File: src/rtl/vls_pkg.sv
package vls_pkg;
  typedef enum logic [1:0] {
    AM_UNIT = 2'd0,
    AM_ELEM = 2'd1,
    AM_IDX  = 2'd2
  } amode_e;
endpackage

File: src/rtl/vls_ext.sv
// Narrows a value to the element width and widens it back to AW bits.
module vls_ext #(
  parameter int AW = 64
) (
  input  logic [AW-1:0] val_i,
  input  logic [1:0]    ew_i,
  input  logic          sgn_i,
  output logic [AW-1:0] ext_o
);
  localparam int NW = 4;
  logic [AW-1:0] cand [NW];

  for (genvar k = 0; k < NW; k++) begin : g_w
    localparam int W = 8 << k;
    if (W < AW) begin : g_n
      assign cand[k] = {{(AW-W){sgn_i & val_i[W-1]}}, val_i[W-1:0]};
    end else begin : g_f
      assign cand[k] = val_i;
    end
  end

  assign ext_o = cand[ew_i];
endmodule

File: src/rtl/vls_stride.sv
// First address and per-element step of the strided modes.
module vls_stride
  import vls_pkg::*;
#(
  parameter int AW    = 64,
  parameter int IMM_W = 16
) (
  input  amode_e           mode_i,
  input  logic [AW-1:0]    base_i,
  input  logic [IMM_W-1:0] imm_i,
  input  logic [1:0]       opw_i,
  output logic [AW-1:0]    first_o,
  output logic [AW-1:0]    step_o
);
  logic [AW-1:0] imm_x;
  logic [AW-1:0] bytes;

  assign imm_x = {{(AW-IMM_W){imm_i[IMM_W-1]}}, imm_i};
  assign bytes = AW'(1) << opw_i;

  always_comb begin
    if (mode_i == AM_UNIT) begin
      first_o = base_i + imm_x;
      step_o  = bytes;
    end else begin
      first_o = base_i;
      step_o  = imm_x;
    end
  end
endmodule

File: src/rtl/vls_seq.sv
// Element counter and completion flag.
module vls_seq #(
  parameter int VLW = 8
) (
  input  logic           clk,
  input  logic           rst,
  input  logic           start_i,
  input  logic [VLW-1:0] vl_i,
  input  logic           load_i,
  input  logic           hs_i,
  output logic           more_o,
  output logic           done_o
);
  logic [VLW-1:0] vl_q;
  logic [VLW-1:0] cnt_q;

  assign more_o = (cnt_q != vl_q);

  always_ff @(posedge clk) begin
    if (rst) begin
      vl_q   <= '0;
      cnt_q  <= '0;
      done_o <= 1'b0;
    end else if (start_i) begin
      vl_q   <= vl_i;
      cnt_q  <= '0;
      done_o <= (vl_i == '0);
    end else begin
      if (load_i) cnt_q <= cnt_q + VLW'(1);
      if (hs_i && !load_i && !more_o && vl_q != '0) done_o <= 1'b1;
    end
  end

  a_r9_zero_vl: assert property (@(posedge clk) disable iff (rst)
    (start_i && vl_i == '0) |=> (done_o && !more_o));

  a_r8_cnt_bound: assert property (@(posedge clk) disable iff (rst)
    cnt_q <= vl_q);
endmodule

File: src/rtl/vls_addr_gen.sv
module vls_addr_gen
  import vls_pkg::*;
#(
  parameter int AW    = 64,
  parameter int IMM_W = 16,
  parameter int VLW   = 8
) (
  input  logic             clk,
  input  logic             rst,
  input  logic             start_i,
  input  logic [1:0]       mode_i,
  input  logic [AW-1:0]    base_i,
  input  logic [IMM_W-1:0] imm_i,
  input  logic [1:0]       opw_i,
  input  logic [1:0]       ew_i,
  input  logic             idx_signed_i,
  input  logic             idx_vbase_i,
  input  logic [AW-1:0]    soff_i,
  input  logic [VLW-1:0]   vl_i,
  input  logic             off_valid_i,
  input  logic [AW-1:0]    off_data_i,
  output logic             off_ready_o,
  output logic             addr_valid_o,
  input  logic             addr_ready_i,
  output logic [AW-1:0]    addr_o,
  output logic             done_o
);
  amode_e        mode_q;
  logic [AW-1:0] base_q, soff_q, acc_q, step_q;
  logic [1:0]    ew_q;
  logic          sgn_q, vbase_q;

  logic [AW-1:0] first_w, step_w, ext_in, ext_out, idx_other, idx_addr;
  logic          more, out_free, load_ok, load, hs;

  vls_stride #(.AW(AW), .IMM_W(IMM_W)) u_stride (
    .mode_i (amode_e'(mode_i)),
    .base_i (base_i),
    .imm_i  (imm_i),
    .opw_i  (opw_i),
    .first_o(first_w),
    .step_o (step_w)
  );

  // The narrowed operand is the stream element unless it carries the base.
  assign ext_in    = vbase_q ? soff_q : off_data_i;
  assign idx_other = vbase_q ? off_data_i : base_q;

  vls_ext #(.AW(AW)) u_ext (
    .val_i(ext_in),
    .ew_i (ew_q),
    .sgn_i(sgn_q),
    .ext_o(ext_out)
  );

  assign idx_addr = idx_other + ext_out;

  assign hs          = addr_valid_o && addr_ready_i;
  assign out_free    = !addr_valid_o || addr_ready_i;
  assign load_ok     = (mode_q != AM_IDX) || off_valid_i;
  assign load        = !start_i && more && out_free && load_ok;
  assign off_ready_o = !start_i && more && out_free && (mode_q == AM_IDX);

  vls_seq #(.VLW(VLW)) u_seq (
    .clk    (clk),
    .rst    (rst),
    .start_i(start_i),
    .vl_i   (vl_i),
    .load_i (load),
    .hs_i   (hs),
    .more_o (more),
    .done_o (done_o)
  );

  always_ff @(posedge clk) begin
    if (rst) begin
      mode_q       <= AM_UNIT;
      base_q       <= '0;
      soff_q       <= '0;
      acc_q        <= '0;
      step_q       <= '0;
      ew_q         <= '0;
      sgn_q        <= 1'b0;
      vbase_q      <= 1'b0;
      addr_o       <= '0;
      addr_valid_o <= 1'b0;
    end else if (start_i) begin
      mode_q       <= amode_e'(mode_i);
      base_q       <= base_i;
      soff_q       <= soff_i;
      acc_q        <= first_w;
      step_q       <= step_w;
      ew_q         <= ew_i;
      sgn_q        <= idx_signed_i;
      vbase_q      <= idx_vbase_i;
      addr_valid_o <= 1'b0;
    end else if (load) begin
      addr_o       <= (mode_q == AM_IDX) ? idx_addr : acc_q;
      acc_q        <= acc_q + step_q;
      addr_valid_o <= 1'b1;
    end else if (hs) begin
      addr_valid_o <= 1'b0;
    end
  end

  a_r7_hold_addr: assert property (@(posedge clk) disable iff (rst)
    (addr_valid_o && !addr_ready_i && !start_i) |=> (addr_valid_o && $stable(addr_o)));

  a_r8_done_quiet: assert property (@(posedge clk) disable iff (rst)
    done_o |-> !addr_valid_o);

  a_r11_idx_needs_elem: assert property (@(posedge clk) disable iff (rst)
    ($rose(addr_valid_o) && mode_q == AM_IDX) |-> $past(off_valid_i && off_ready_o));
endmodule

File: config.mk
export PLATFORM = sky130hd
export DESIGN_NAME = vls_addr_gen
export DESIGN_NICKNAME = d
export VERILOG_FILES = /design/src/rtl/vls_pkg.sv /design/src/rtl/vls_ext.sv /design/src/rtl/vls_stride.sv /design/src/rtl/vls_seq.sv /design/src/rtl/vls_addr_gen.sv
export SDC_FILE = /design/constraint.sdc
export NUM_CORES = 1
export LEC_CHECK = 0
export BUFFER_PORTS_ARGS = -buffer_cell sky130_fd_sc_hd__buf_4
export CORE_MARGIN = 1.5
export CORE_UTILIZATION = 60
export DETAILED_ROUTE_END_ITERATION = 6
export PLACE_DENSITY = 0.82
export SYNTH_ARGS = -nofsm -noshare
export SYNTH_HDL_FRONTEND = slang
export SYNTH_SLANG_ARGS = --single-unit
File: constraint.sdc
create_clock -name clk -period 8.5 [get_ports clk]
set_clock_uncertainty 0.15 [all_clocks]
set_input_delay 1.7 -clock clk [delete_from_list [all_inputs] [get_ports clk]]
set_output_delay 1.7 -clock clk [all_outputs]
set_load 0.01 [all_outputs]
==> flow_metrics.py <==
metrics = {
    "layout": {
        "syn_to_final_growth_pct": 14.40,
        "finish.net_count": 3732,
        "num_antenna_cells": 0,
        "layout-drive-gt1-share_pct": 14.99,
        "filler_cell_count": 3374,
    },
    "cts": {
        "cts_hold_buffers": 0,
        "cts_buffer_depth": 3,
        "clk_pin_slew_ps": 60,
        "clk_latency_ps": 580,
        "root_buffer": "clkbuf_16",
        "clock-sinks": 296,
        "cts_tree": "done",
        "cts_max_level": 2,
        "cts_setup_buffers": 0,
        "cts_resized": 0,
        "numCtsBuffers": 37,
    },
    "power": {
        "ir_drop_uv": 161.4,
        "powerDensity_nw_per_um2": 171.4,
        "p_leak_nw": 12.82,
    },
    "setup_path": {
        "r2r_end": "addr_o[63]$_SDFFE_PP0P_",
        "cp_max_fo": 21,
        "worst_setup_path_start_kind": "primary input",
        "worstSetupPathType": "primary input to flop",
        "r2r_cells": 18,
        "cp.arrival_ps": 6120,
        "cp-end-kind": "flop",
        "required_ps": 8800,
        "r2r-start": "vbase_q$_SDFFE_PP0P_",
        "reg2reg_setup_slack_ps": 2790,
    },
    "synthesis": {
        "synth_top_area_share_pct": 24.06,
        "syn-cell-area_um2": 24630,
        "async_reset_ff_share_pct": 0,
        "ys.flop_type": "dfxtp_1",
        "ys_seq_area_share_pct": 24.06,
        "synthDistinctLibCells": 91,
        "synthTopCellsByArea": "dfxtp_1, ha_1, mux2i_1",
        "syn_avg_cell_area_um2": 7.792,
        "synthMostInstantiatedCell": "nor2_1",
        "synth_nets": 3583,
        "synth.largest_area_cell": "dfxtp_1",
        "ys_ff_latch": 296,
        "synth_enable_flop_cells": 0,
        "synth_commonest_cells": "nor2_1, a21oi_1, nand2_1",
        "synthCells": 3161,
        "ys.warnings.count": 0,
    },
    "timing": {
        "finalSetupTns_ps": 0,
        "fin_crit_sh_pct": 68.47,
        "rsz0062_at_grt": "no",
        "hold_viol_final": 0,
        "slew_viol_final": 0,
        "holdWs_ps": 319.4,
        "final-setup-viol-count": 0,
        "fmax_ghz": 0.1718,
        "min_period_ps": 5820,
        "slew-limit-headroom_pct": 24.92,
        "worst_pin_slew_ps": 1122,
    },
    "detailed_routing": {
        "drtIter0Drc": 2130,
        "ant_nets": 0,
        "vias_per_cell": 6.489,
        "routedWlPerCell_um": 22.94,
        "vias": 25100,
        "drc": 0,
        "drt_first_pass_iters": 6,
        "totalWireLength_um": 88730,
    },
    "floorplanning": {
        "die_area_um2": 42270,
        "die_y_um": 205.6,
        "start_util_pct": 60.60,
        "die_w_um": 205.6,
        "rows": 74,
        "io_pins": 296,
        "core_um2": 40650,
    },
    "placement": {
        "gp_congestion": 1.021,
        "port_buffers": 295,
        "post-dp-hpwl_um": 67960,
    },
    "hold_path": {
        "holdPathEnd": "addr_o[42]$_SDFFE_PP0P_",
        "min_path_type": "flop to flop",
        "hold_start": "addr_o[42]$_SDFFE_PP0P_",
        "holdPathStages": 2,
    },
    "grt": {
        "gr-total-overflow": 0,
        "grt_usage_pct": 41.00,
        "grt_pass1_wl_um": 135300,
        "antenna_found_initial": 0,
        "grt_pass1_vias": 24550,
        "grt_max_degree": 89,
    },
    "outcome": {
        "status": "complete, no violations",
    },
    "run": {
        "drv_cap": 0,
    },
}
layout make-up:
class / count / area [um2] / share of cell area, %
Tap cell: 532 / 665.6 / 2.362
Sequential cell: 296 / 5931 / 21.05
Clock inverter: 16 / 198.9 / 0.7061
Multi-Input combinational cell: 2614 / 17780 / 63.09
Inverter: 43 / 161.4 / 0.5728
Clock buffer: 49 / 1042 / 3.699
Timing Repair Buffer: 318 / 2401 / 8.522
where the power goes:
| group | internal (mW) | leakage [nW] | switching, mW |
|---|---|---|---|
| Sequential | 1.50 | 2.45 | 0.122 |
| Clock | 0.963 | 0.616 | 0.682 |
| Combinational | 0.629 | 9.76 | 0.930 |
| Total | 3.09 | 12.8 | 1.73 |
per-stage QoR:
stage                     util (%)  setup slack (ps)  total power, mW  cell area, um2  std cells
after global placement       66.27              2312            3.133           26930       3803
after global routing         69.32              2412            5.014           28180       3868
after CTS                    69.32              2785            4.792           28180       3868
final                        69.32              2680            4.828           28180       3868
after floorplan                  -              2755            2.639           24630       3161
after detailed placement     66.27              2199            3.162           26930       3803
kinds of logic after synthesis:
group | after synthesis | synth area share [%]
adder cells (fa/ha/maj) | 193 | 9.896
buffers and inverters | 251 | 3.871
flip-flops | 296 | 24.06
multiplexers | 274 | 11.52
XOR/XNOR | 182 | 6.472
AO/OA/AOI/OAI | 998 | 26.71
AND/OR/NAND/NOR | 967 | 17.48
worst max-delay path by stage:
stage / startpoint / endpoint
final: off_data_i[7] / addr_o[63]$_SDFFE_PP0P_
after global routing: off_data_i[7] / addr_o[63]$_SDFFE_PP0P_
after global placement: off_data_i[7] / addr_o[63]$_SDFFE_PP0P_
after CTS: off_data_i[7] / addr_o[63]$_SDFFE_PP0P_
after floorplan: off_data_i[7] / addr_o[63]$_SDFFE_PP0P_
after detailed placement: off_data_i[7] / addr_o[63]$_SDFFE_PP0P_
registers in the layout (all words and copies together) (netlist names), 8 cells and up:
register     count
acc_q           64
addr_o          64
base_q          64
soff_q          64
step_q          16
u_seq.cnt_q      8
u_seq.vl_q       8
worst max-delay path, stage by stage:
cell and delay [ps]:
buf_4 120, mux2_2 300, o211ai_1 250, nor2b_1 160, buf_4 280, a21oi_1 90
ha_1 430, nand2_1 110, nor2_1 130, nand3_1 130, nor3b_1 260, a21oi_2 130
o31a_2 420, o31a_1 370, o31a_1 290, o21a_1 240, mux2i_1 140, a2111oi_0 450
nor2_1 100
cell usage in the layout, fill, tap and decap left out, types with 54 or more instances in the layout:
master / n
a211oi_1: 59
a21o_1: 154
a21oi_1: 302
buf_4: 316
dfxtp_1: 294
ha_1: 190
mux2_2: 74
mux2i_1: 199
nand2_1: 297
nand3_1: 54
nor2_1: 368
o21ai_0: 159
xnor2_1: 107
xor2_1: 75
per-layer routing:
metal  part of all wire (%)  up-vias  routed length (um)  GRT usage, %
met2                     46     1139               40710         68.49
met1                     37    11770               32820         45.24
met5                      0        -                   0             0
met4                    9.4        0                8368         35.04
li1                       -    11860                   -             -
met3                    7.7      340                6830         7.000
No activity file was read; power rests on OpenSTA's default activity.
